==> src/rtl/sbr_pkg.sv <==
package sbr_pkg;
    localparam int WORD_W = 32;

    // register word indices (byte offset / 4)
    localparam logic [5:0] IDX_CTRL   = 6'h00;
    localparam logic [5:0] IDX_STATUS = 6'h02;
    // data window occupies byte offsets 0x20..0x3C
    localparam logic [2:0] DATA_PAGE  = 3'b001;
    localparam int         EN_BIT     = 31;

    typedef struct packed {
        logic              en;
        logic              ack;
        logic              err;
        logic [WORD_W-1:0] rdata;
    } regs_t;
endpackage

==> src/rtl/sbr_fifo.sv <==
module sbr_fifo #(
    parameter int DW = 32,
    parameter int AW = 2
) (
    input  logic          clk,
    input  logic          rst_n,
    input  logic          clr,
    input  logic          push,
    input  logic [DW-1:0] wdata,
    input  logic          pop,
    output logic [DW-1:0] head,
    output logic          full,
    output logic          empty,
    output logic          half
);
    localparam int DEPTH = 1 << AW;
    localparam int PW    = (AW > 0) ? AW : 1;
    localparam int LW    = AW + 1;

    typedef struct packed {
        logic [PW-1:0] wptr;
        logic [PW-1:0] rptr;
        logic [LW-1:0] level;
    } fifo_t;

    fifo_t st_d, st_q;
    logic [DW-1:0] mem_q [DEPTH];

    function automatic logic [PW-1:0] step(input logic [PW-1:0] p);
        return (p == PW'(DEPTH - 1)) ? '0 : p + 1'b1;
    endfunction

    assign full  = (st_q.level == LW'(DEPTH));
    assign empty = (st_q.level == '0);
    assign half  = ((int'(st_q.level) * 2) >= DEPTH);
    assign head  = mem_q[st_q.rptr];

    always_comb begin
        st_d = st_q;
        if (clr) begin
            st_d = '0;
        end else begin
            if (push && !full) st_d.wptr = step(st_q.wptr);
            if (pop && !empty) st_d.rptr = step(st_q.rptr);
            case ({push && !full, pop && !empty})
                2'b10:   st_d.level = st_q.level + 1'b1;
                2'b01:   st_d.level = st_q.level - 1'b1;
                default: st_d.level = st_q.level;
            endcase
        end
    end

    always_ff @(posedge clk) begin
        if (!rst_n) st_q <= '0;
        else        st_q <= st_d;
    end

    always_ff @(posedge clk) begin
        if (push && !full && !clr) mem_q[st_q.wptr] <= wdata;
    end


    no_overflow_chk: assert property (@(posedge clk) disable iff (!rst_n)
        (push && !clr) |-> !full);

    no_underflow_chk: assert property (@(posedge clk) disable iff (!rst_n)
        (pop && !clr) |-> !empty);

    level_bound_chk: assert property (@(posedge clk) disable iff (!rst_n)
        int'(st_q.level) <= DEPTH);

    clear_empties_chk: assert property (@(posedge clk) disable iff (!rst_n)
        clr |=> empty);
endmodule

==> src/rtl/sbr_regfile.sv <==
module sbr_regfile
    import sbr_pkg::*;
#(
    parameter int NUM_RX = 4,
    parameter int NUM_TX = 4,
    parameter int RX_AW  = 2,
    parameter int TX_AW  = 2
) (
    input  logic                     clk,
    input  logic                     rst_n,
    input  logic                     req,
    input  logic                     we,
    input  logic [7:0]               addr,
    input  logic [WORD_W-1:0]        wdata,
    output logic [WORD_W-1:0]        rdata,
    output logic                     ack,
    output logic                     err,
    output logic                     enable,
    output logic [NUM_TX-1:0]        tx_push,
    output logic [NUM_RX-1:0]        rx_pop,
    input  logic [NUM_TX-1:0]        tx_full,
    input  logic [NUM_TX-1:0]        tx_half,
    input  logic [NUM_RX-1:0]        rx_empty,
    input  logic [NUM_RX-1:0]        rx_half,
    input  logic [NUM_RX*WORD_W-1:0] rx_head
);
    regs_t r_d, r_q;

    logic [2:0]        chan;
    logic              in_data;
    logic              impl_tx, impl_rx;
    logic              sel_full, sel_empty;
    logic [WORD_W-1:0] sel_head;
    logic [7:0]        txh8, rxh8, txf8, rxa8;
    logic [WORD_W-1:0] status_w, ctrl_w;

    assign chan    = addr[4:2];
    assign in_data = (addr[7:5] == DATA_PAGE);
    assign impl_tx = (int'(chan) < NUM_TX);
    assign impl_rx = (int'(chan) < NUM_RX);

    always_comb begin
        sel_full  = 1'b0;
        sel_empty = 1'b1;
        sel_head  = '0;
        txh8 = '0;
        txf8 = '0;
        rxh8 = '0;
        rxa8 = '0;
        for (int i = 0; i < NUM_TX; i++) begin
            txh8[i] = tx_half[i];
            txf8[i] = !tx_full[i];
            if (int'(chan) == i) sel_full = tx_full[i];
        end
        for (int i = 0; i < NUM_RX; i++) begin
            rxh8[i] = rx_half[i];
            rxa8[i] = !rx_empty[i];
            if (int'(chan) == i) begin
                sel_empty = rx_empty[i];
                sel_head  = rx_head[i*WORD_W +: WORD_W];
            end
        end
        status_w = {txh8, rxh8, txf8, rxa8};
        ctrl_w   = '0;
        ctrl_w[EN_BIT] = r_q.en;
        ctrl_w[15:12]  = 4'(TX_AW);
        ctrl_w[11:8]   = 4'(RX_AW);
        ctrl_w[7:4]    = 4'(NUM_TX);
        ctrl_w[3:0]    = 4'(NUM_RX);
    end

    always_comb begin
        r_d       = r_q;
        r_d.ack   = 1'b0;
        r_d.err   = 1'b0;
        r_d.rdata = '0;
        tx_push   = '0;
        rx_pop    = '0;
        if (req) begin
            if (in_data) begin
                if (we) begin
                    if (!impl_tx) begin
                        r_d.ack = 1'b1;
                    end else if (!r_q.en || sel_full) begin
                        r_d.err = 1'b1;
                    end else begin
                        r_d.ack = 1'b1;
                        for (int i = 0; i < NUM_TX; i++)
                            tx_push[i] = (int'(chan) == i);
                    end
                end else begin
                    if (!impl_rx) begin
                        r_d.ack = 1'b1;
                    end else if (!r_q.en || sel_empty) begin
                        r_d.err = 1'b1;
                    end else begin
                        r_d.ack   = 1'b1;
                        r_d.rdata = sel_head;
                        for (int i = 0; i < NUM_RX; i++)
                            rx_pop[i] = (int'(chan) == i);
                    end
                end
            end else begin
                r_d.ack = 1'b1;
                case (addr[7:2])
                    IDX_CTRL: begin
                        if (we) r_d.en = wdata[EN_BIT];
                        else    r_d.rdata = ctrl_w;
                    end
                    IDX_STATUS: begin
                        if (!we) r_d.rdata = status_w;
                    end
                    default: r_d.rdata = '0;
                endcase
            end
        end
    end

    always_ff @(posedge clk) begin
        if (!rst_n) r_q <= '0;
        else        r_q <= r_d;
    end

    assign rdata  = r_q.rdata;
    assign ack    = r_q.ack;
    assign err    = r_q.err;
    assign enable = r_q.en;


    one_response_chk: assert property (@(posedge clk) disable iff (!rst_n)
        req |=> $onehot({ack, err}));

    no_spurious_resp_chk: assert property (@(posedge clk) disable iff (!rst_n)
        !req |=> !(ack || err));

    full_write_err_chk: assert property (@(posedge clk) disable iff (!rst_n)
        (req && we && in_data && impl_tx && sel_full) |=> (err && !ack));

    empty_read_err_chk: assert property (@(posedge clk) disable iff (!rst_n)
        (req && !we && in_data && impl_rx && sel_empty) |=> (err && rdata == '0));

    absent_chan_ack_chk: assert property (@(posedge clk) disable iff (!rst_n)
        (req && in_data && !(we ? impl_tx : impl_rx)) |=> (ack && rdata == '0));
endmodule

==> src/rtl/chan_stream_bridge.sv <==
module chan_stream_bridge
    import sbr_pkg::*;
#(
    parameter int NUM_RX = 4,
    parameter int NUM_TX = 4,
    parameter int RX_AW  = 2,
    parameter int TX_AW  = 2
) (
    input  logic                     clk,
    input  logic                     rst_n,
    input  logic                     bus_req,
    input  logic                     bus_we,
    input  logic [7:0]               bus_addr,
    input  logic [31:0]              bus_wdata,
    output logic [31:0]              bus_rdata,
    output logic                     bus_ack,
    output logic                     bus_err,
    output logic [NUM_TX-1:0]        tx_valid,
    input  logic [NUM_TX-1:0]        tx_ready,
    output logic [NUM_TX*32-1:0]     tx_data,
    input  logic [NUM_RX-1:0]        rx_valid,
    output logic [NUM_RX-1:0]        rx_ready,
    input  logic [NUM_RX*32-1:0]     rx_data
);
    logic                     en;
    logic [NUM_TX-1:0]        tx_push, tx_full, tx_empty, tx_half;
    logic [NUM_RX-1:0]        rx_pop, rx_full, rx_empty, rx_half;
    logic [NUM_RX*WORD_W-1:0] rx_head;

    sbr_regfile #(
        .NUM_RX (NUM_RX),
        .NUM_TX (NUM_TX),
        .RX_AW  (RX_AW),
        .TX_AW  (TX_AW)
    ) regs_i (
        .clk      (clk),
        .rst_n    (rst_n),
        .req      (bus_req),
        .we       (bus_we),
        .addr     (bus_addr),
        .wdata    (bus_wdata),
        .rdata    (bus_rdata),
        .ack      (bus_ack),
        .err      (bus_err),
        .enable   (en),
        .tx_push  (tx_push),
        .rx_pop   (rx_pop),
        .tx_full  (tx_full),
        .tx_half  (tx_half),
        .rx_empty (rx_empty),
        .rx_half  (rx_half),
        .rx_head  (rx_head)
    );

    for (genvar g = 0; g < NUM_TX; g++) begin : g_tx
        sbr_fifo #(.DW(WORD_W), .AW(TX_AW)) fifo_i (
            .clk   (clk),
            .rst_n (rst_n),
            .clr   (!en),
            .push  (tx_push[g]),
            .wdata (bus_wdata),
            .pop   (tx_valid[g] && tx_ready[g]),
            .head  (tx_data[g*WORD_W +: WORD_W]),
            .full  (tx_full[g]),
            .empty (tx_empty[g]),
            .half  (tx_half[g])
        );
        assign tx_valid[g] = en && !tx_empty[g];


        tx_hold_chk: assert property (@(posedge clk) disable iff (!rst_n)
            (tx_valid[g] && !tx_ready[g]) |=>
                (!en || (tx_valid[g] && $stable(tx_data[g*WORD_W +: WORD_W]))));
    end

    for (genvar g = 0; g < NUM_RX; g++) begin : g_rx
        sbr_fifo #(.DW(WORD_W), .AW(RX_AW)) fifo_i (
            .clk   (clk),
            .rst_n (rst_n),
            .clr   (!en),
            .push  (rx_valid[g] && rx_ready[g]),
            .wdata (rx_data[g*WORD_W +: WORD_W]),
            .pop   (rx_pop[g]),
            .head  (rx_head[g*WORD_W +: WORD_W]),
            .full  (rx_full[g]),
            .empty (rx_empty[g]),
            .half  (rx_half[g])
        );
        assign rx_ready[g] = en && !rx_full[g];
    end


    disabled_quiet_chk: assert property (@(posedge clk) disable iff (!rst_n)
        !en |-> (tx_valid == '0 && rx_ready == '0));
endmodule

==> config.mk <==
export PLATFORM = sky130hd
export DESIGN_NAME = chan_stream_bridge
export DESIGN_NICKNAME = d
export VERILOG_FILES = /design/src/rtl/sbr_pkg.sv /design/src/rtl/sbr_fifo.sv /design/src/rtl/sbr_regfile.sv /design/src/rtl/chan_stream_bridge.sv
export SDC_FILE = /design/constraint.sdc
export NUM_CORES = 1
export LEC_CHECK = 0
export BUFFER_PORTS_ARGS = -buffer_cell sky130_fd_sc_hd__buf_2
export CAP_MARGIN = 20
export CORE_UTILIZATION = 54
export CTS_BUF_LIST = sky130_fd_sc_hd__clkbuf_16
export DETAILED_ROUTE_END_ITERATION = 10
export MAX_ROUTING_LAYER = met4
export PLACE_DENSITY = 0.86
export SYNTH_ARGS = -nofsm -noshare
export SYNTH_HDL_FRONTEND = slang
export SYNTH_SLANG_ARGS = --single-unit
==> constraint.sdc <==
create_clock -name clk -period 2.5 [get_ports clk]
set_input_delay 0.125 -clock clk [delete_from_list [all_inputs] [get_ports clk]]
set_output_delay 0.125 -clock clk [all_outputs]
set_load 0.02 [all_outputs]
==> run metrics <==
number of max-slew violations in the final report 0; Main synth FF type sky130_fd_sc_hd__edfxtp_1; P_leak 17.3 nW; Worst setup SP type input pin; Die Span X 284 µm; pwr/cell area 735 nW/µm²; routed vias/inst 6.22; quantity of I/O buffers inserted on ports 347; fmax 417 MHz; async set-reset flop share out of synthesis 0%; max-cap violation count 0; critical path class input pin to register; Netlist Area Pre-Place 42800 µm²; fraction of layout instances using a drive strength above 1 33.3%; Worst Path Required 3.06 ns; global placer's final weighted congestion 0.905; Post-Synthesis Net Count 2241; Reg2Reg Depth 6; antenna violations before repair 9; crit-path max FO 8; most repeated library cell on the critical path sky130_fd_sc_hd__dlygate4sd3_1; number of nets still failing antenna checks after routing 0; Tightest Pin Transition 0.686 ns; total number of H-tree levels 3; relative max-transition margin 52.9%; HP Class input pin to register; post-synthesis to final-layout area growth 22.0%; Min Clock Period, post-route 2.40 ns; clock-pin slew reported for the worst setup and hold paths after clock tree synthesis 0.06 ns; Hold Path Stages 5; layout filler cell count 4606; effective utilization at floorplan 54.9%; Fin Clk Skew 0.0579 ns; Avg WL per Cell 31.1 µm; setup slack after placement -0.0722 ns; Overall Power 0.0384 W; post-CTS setup buffer count 0; final-report setup violation count 0; Final Hold Violating Endpoints 0; average cell area after synthesis 21.3 µm²; Core Area 78000 µm²; Yosys warning count 0; estimated wirelength of the detail-placed design 64900 µm; cells along the critical path dlygate4sd3_1 -> buf_2 -> buf_4 -> or3b_4 -> o22ai_2 -> a211oi_1 -> o311a_1 -> dlygate4sd3_1; library cells used by synthesis 62; total vias in the final route 23598; sort of element at the end of the critical path register; worst stage delay on the critical path 0.57 ns; clock power share 44.2%; global-route wire length before repair 170000 µm; Comb power frac 2.2%; final clock period utilization by the worst path 96.0%; net switching power 0.00793 W; die boundary height 284 µm; 1st-pass router iterations 6; Crit-path slowest cell sky130_fd_sc_hd__dlygate4sd3_1; total congestion overflow after global routing 0; switching share of total power 20.7%; detailed router's first-iteration violation count 2973; maximum VDD drop 683 µV; clock latency on the worst-skew pair 0.71 ns; wire length reported by the detailed router 118000 µm; RSZ-0062 raised after global routing no; top-level port count 350; Rows 102; combined global-route utilization of all metal layers 30.4%; clock tree from TritonCTS built; cell count after synthesis 2005; data arrival time of the critical path 2.96 ns; number of global-route vias before repair 24924; sequential share of power 53.6%; r2r startpoint g_tx[0].fifo_i.st_q[2]; sequential share of the synthesized area 76.8%; Post-synth EDFFs 1024; overall die area 80400 µm²; internal power 0.0305 W; hold wc startpoint rx_valid[2]; final critical-path setup slack 0.100 ns; first element of the critical path bus_addr[3]; Max Root-Sink Buffers 3; CTS root buffer sky130_fd_sc_hd__clkbuf_16; number of buffers created by CTS 107; Post-Route Hold Slack 0.0255 ns; clock sink count 1131; Seq cells post-synth 1131; post-layout net count 2885; post-route DRC violation count 0; largest net degree at the start of global routing 33; result of the run finished, final reports clean
## path summary, 6_finish.rpt
| kind | endpoint | slack, ns |
|---|---|---|
| setup / recovery | regs_i.ack | 0.1 |
| hold / removal | g_rx[2].fifo_i.st_q[5] | 0.03 |
| setup reg to reg | regs_i.ack | 0.11 |
| hold reg to reg | register | 0.49 |
## worst max-delay path, delay by kind of cell
kind,cells,cell delay [ns]
buf+inv,4,1.51
compound gates,3,0.87
simple gates,1,0.43
## logic make-up after synthesis
logic type                 count (synthesis)  synth area share, %
DFF                                     1131                 76.8
muxes                                    304                 14.6
and+or+nand+nor                          209                 2.72
buffers and inverters                    145                 1.43
AOI/OAI and AO/OA                        144                 2.29
adders and majority gates                 56                 1.78
xor gates and xnor gates                  16                0.327
## Yosys cell counts, types with 2 or more instances
cell | instances | share of area, %
sky130_fd_sc_hd__a21oi_1 | 38 | 0.44
sky130_fd_sc_hd__o22a_1 | 18 | 0.37
sky130_fd_sc_hd__o21ai_0 | 14 | 0.16
sky130_fd_sc_hd__o32ai_1 | 2 | 0.041
sky130_fd_sc_hd__nor4_4 | 3 | 0.15
sky130_fd_sc_hd__dfxtp_1 | 107 | 5.0
sky130_fd_sc_hd__nor2b_1 | 2 | 0.029
sky130_fd_sc_hd__nor3_1 | 6 | 0.070
sky130_fd_sc_hd__xor2_1 | 16 | 0.33
sky130_fd_sc_hd__buf_2 | 34 | 0.40
sky130_fd_sc_hd__buf_1 | 11 | 0.096
sky130_fd_sc_hd__inv_1 | 59 | 0.52
sky130_fd_sc_hd__a211o_1 | 3 | 0.061
sky130_fd_sc_hd__mux4_2 | 256 | 13
sky130_fd_sc_hd__o22ai_1 | 18 | 0.26
sky130_fd_sc_hd__or3_1 | 22 | 0.32
sky130_fd_sc_hd__ha_1 | 48 | 1.4
sky130_fd_sc_hd__edfxtp_1 | 1024 | 72
sky130_fd_sc_hd__fa_1 | 8 | 0.37
sky130_fd_sc_hd__a211oi_1 | 15 | 0.26
sky130_fd_sc_hd__o21ai_1 | 5 | 0.058
sky130_fd_sc_hd__nand3_1 | 7 | 0.082
sky130_fd_sc_hd__o31ai_1 | 15 | 0.26
sky130_fd_sc_hd__mux2i_1 | 42 | 0.98
sky130_fd_sc_hd__nor2_1 | 70 | 0.61
sky130_fd_sc_hd__mux2_2 | 6 | 0.16
sky130_fd_sc_hd__o31a_1 | 4 | 0.082
sky130_fd_sc_hd__nand2b_1 | 2 | 0.029
sky130_fd_sc_hd__buf_6 | 3 | 0.079
sky130_fd_sc_hd__and2_1 | 33 | 0.48
sky130_fd_sc_hd__nor3b_1 | 5 | 0.088
sky130_fd_sc_hd__and3_1 | 12 | 0.18
sky130_fd_sc_hd__clkbuf_1 | 36 | 0.32
sky130_fd_sc_hd__nand2_1 | 27 | 0.24
sky130_fd_sc_hd__nand4_1 | 7 | 0.10
## per-stage QoR
step	cell area (µm²)	TNS [ns]	instances	utilization, %
after global placement	46700	-0.0157	3403	59.9
after floorplan	42800	0	2005	-
after global routing	52200	0	3788	66.9
after detailed placement	46700	-0.142	3403	59.9
final	52200	0	3791	66.9
after CTS	52200	0	3781	66.9
## layout by cell type (no fill, tap or decap), types with 6 or more instances in the layout
cell                            instances
sky130_fd_sc_hd__or3_1                 22
sky130_fd_sc_hd__diode_2               10
sky130_fd_sc_hd__edfxtp_1            1024
sky130_fd_sc_hd__nand2_1               25
sky130_fd_sc_hd__clkinv_1              25
sky130_fd_sc_hd__mux2i_1               42
sky130_fd_sc_hd__clkinv_2              21
sky130_fd_sc_hd__and2_1                21
sky130_fd_sc_hd__bufinv_16             15
sky130_fd_sc_hd__dfxtp_1               95
sky130_fd_sc_hd__and2_2                12
sky130_fd_sc_hd__nand3_1                7
sky130_fd_sc_hd__o22a_1                18
sky130_fd_sc_hd__clkinv_16              6
sky130_fd_sc_hd__o22ai_1               18
sky130_fd_sc_hd__mux2_2                 6
sky130_fd_sc_hd__fa_1                   8
sky130_fd_sc_hd__buf_12                39
sky130_fd_sc_hd__a21oi_1               38
sky130_fd_sc_hd__a211oi_1              15
sky130_fd_sc_hd__buf_4                 57
sky130_fd_sc_hd__nor2_1                70
sky130_fd_sc_hd__dfxtp_2               12
sky130_fd_sc_hd__clkbuf_16            108
sky130_fd_sc_hd__and3_1                12
sky130_fd_sc_hd__nor3_1                 6
sky130_fd_sc_hd__o31ai_1               15
sky130_fd_sc_hd__mux4_2               256
sky130_fd_sc_hd__o21ai_0               14
sky130_fd_sc_hd__xor2_1                16
sky130_fd_sc_hd__buf_2                347
sky130_fd_sc_hd__ha_1                  48
sky130_fd_sc_hd__clkinvlp_4             8
sky130_fd_sc_hd__nand4_1                7
sky130_fd_sc_hd__dlygate4sd3_1        177
sky130_fd_sc_hd__inv_1                 70
## repair_timing
item,in CTS,in global routing
setup endpoints to repair,5,10
hold buffers,177,0
hold endpoints to repair,1052,0
pin swaps,0,1
resized for setup,1,6
## final cells by class
class                   count  area, µm²  share of cell area (%)
well taps                1040       1300                    2.49
multi-input cells         729       9330                    17.9
clock buffers             108       2700                    5.18
repair buffers            620       4720                    9.04
clock inverters            93        995                    1.91
inverters                  60        225                   0.431
flip-flops and latches   1131      32900                    63.0
diodes                     10       25.0                  0.0479
## power groups by stage
stage	logic [W]	registers [W]	clock network [W]
2_1_floorplan	0.000120	0.0210	0
3_3_place_gp	0.000515	0.0210	0
3_5_place_dp	0.000564	0.0210	0
4_1_cts	0.000813	0.0206	0.0170
5_1_grt	0.000884	0.0206	0.0178
6_report	0.000854	0.0206	0.0170
## sequential cells by signal (all words and copies together) (netlist names), named ones only
signal             flops
g_rx.fifo_i.mem_q    512
g_tx.fifo_i.mem_q    512
regs_i.rdata          32
g_rx.fifo_i.st_q      28
g_tx.fifo_i.st_q      28
regs_i.ack             1
regs_i.enable          1
regs_i.err             1
## layer usage
metal,vias to the layer above,global-route usage (%),part of all wire [%]
li1,9531,-,-
met1,12037,34.4,32
met2,1691,52.1,52
met3,339,6.04,9.8
met4,0,14.3,5.4
met5,-,-,0
Power figures use the tool's default switching activity.
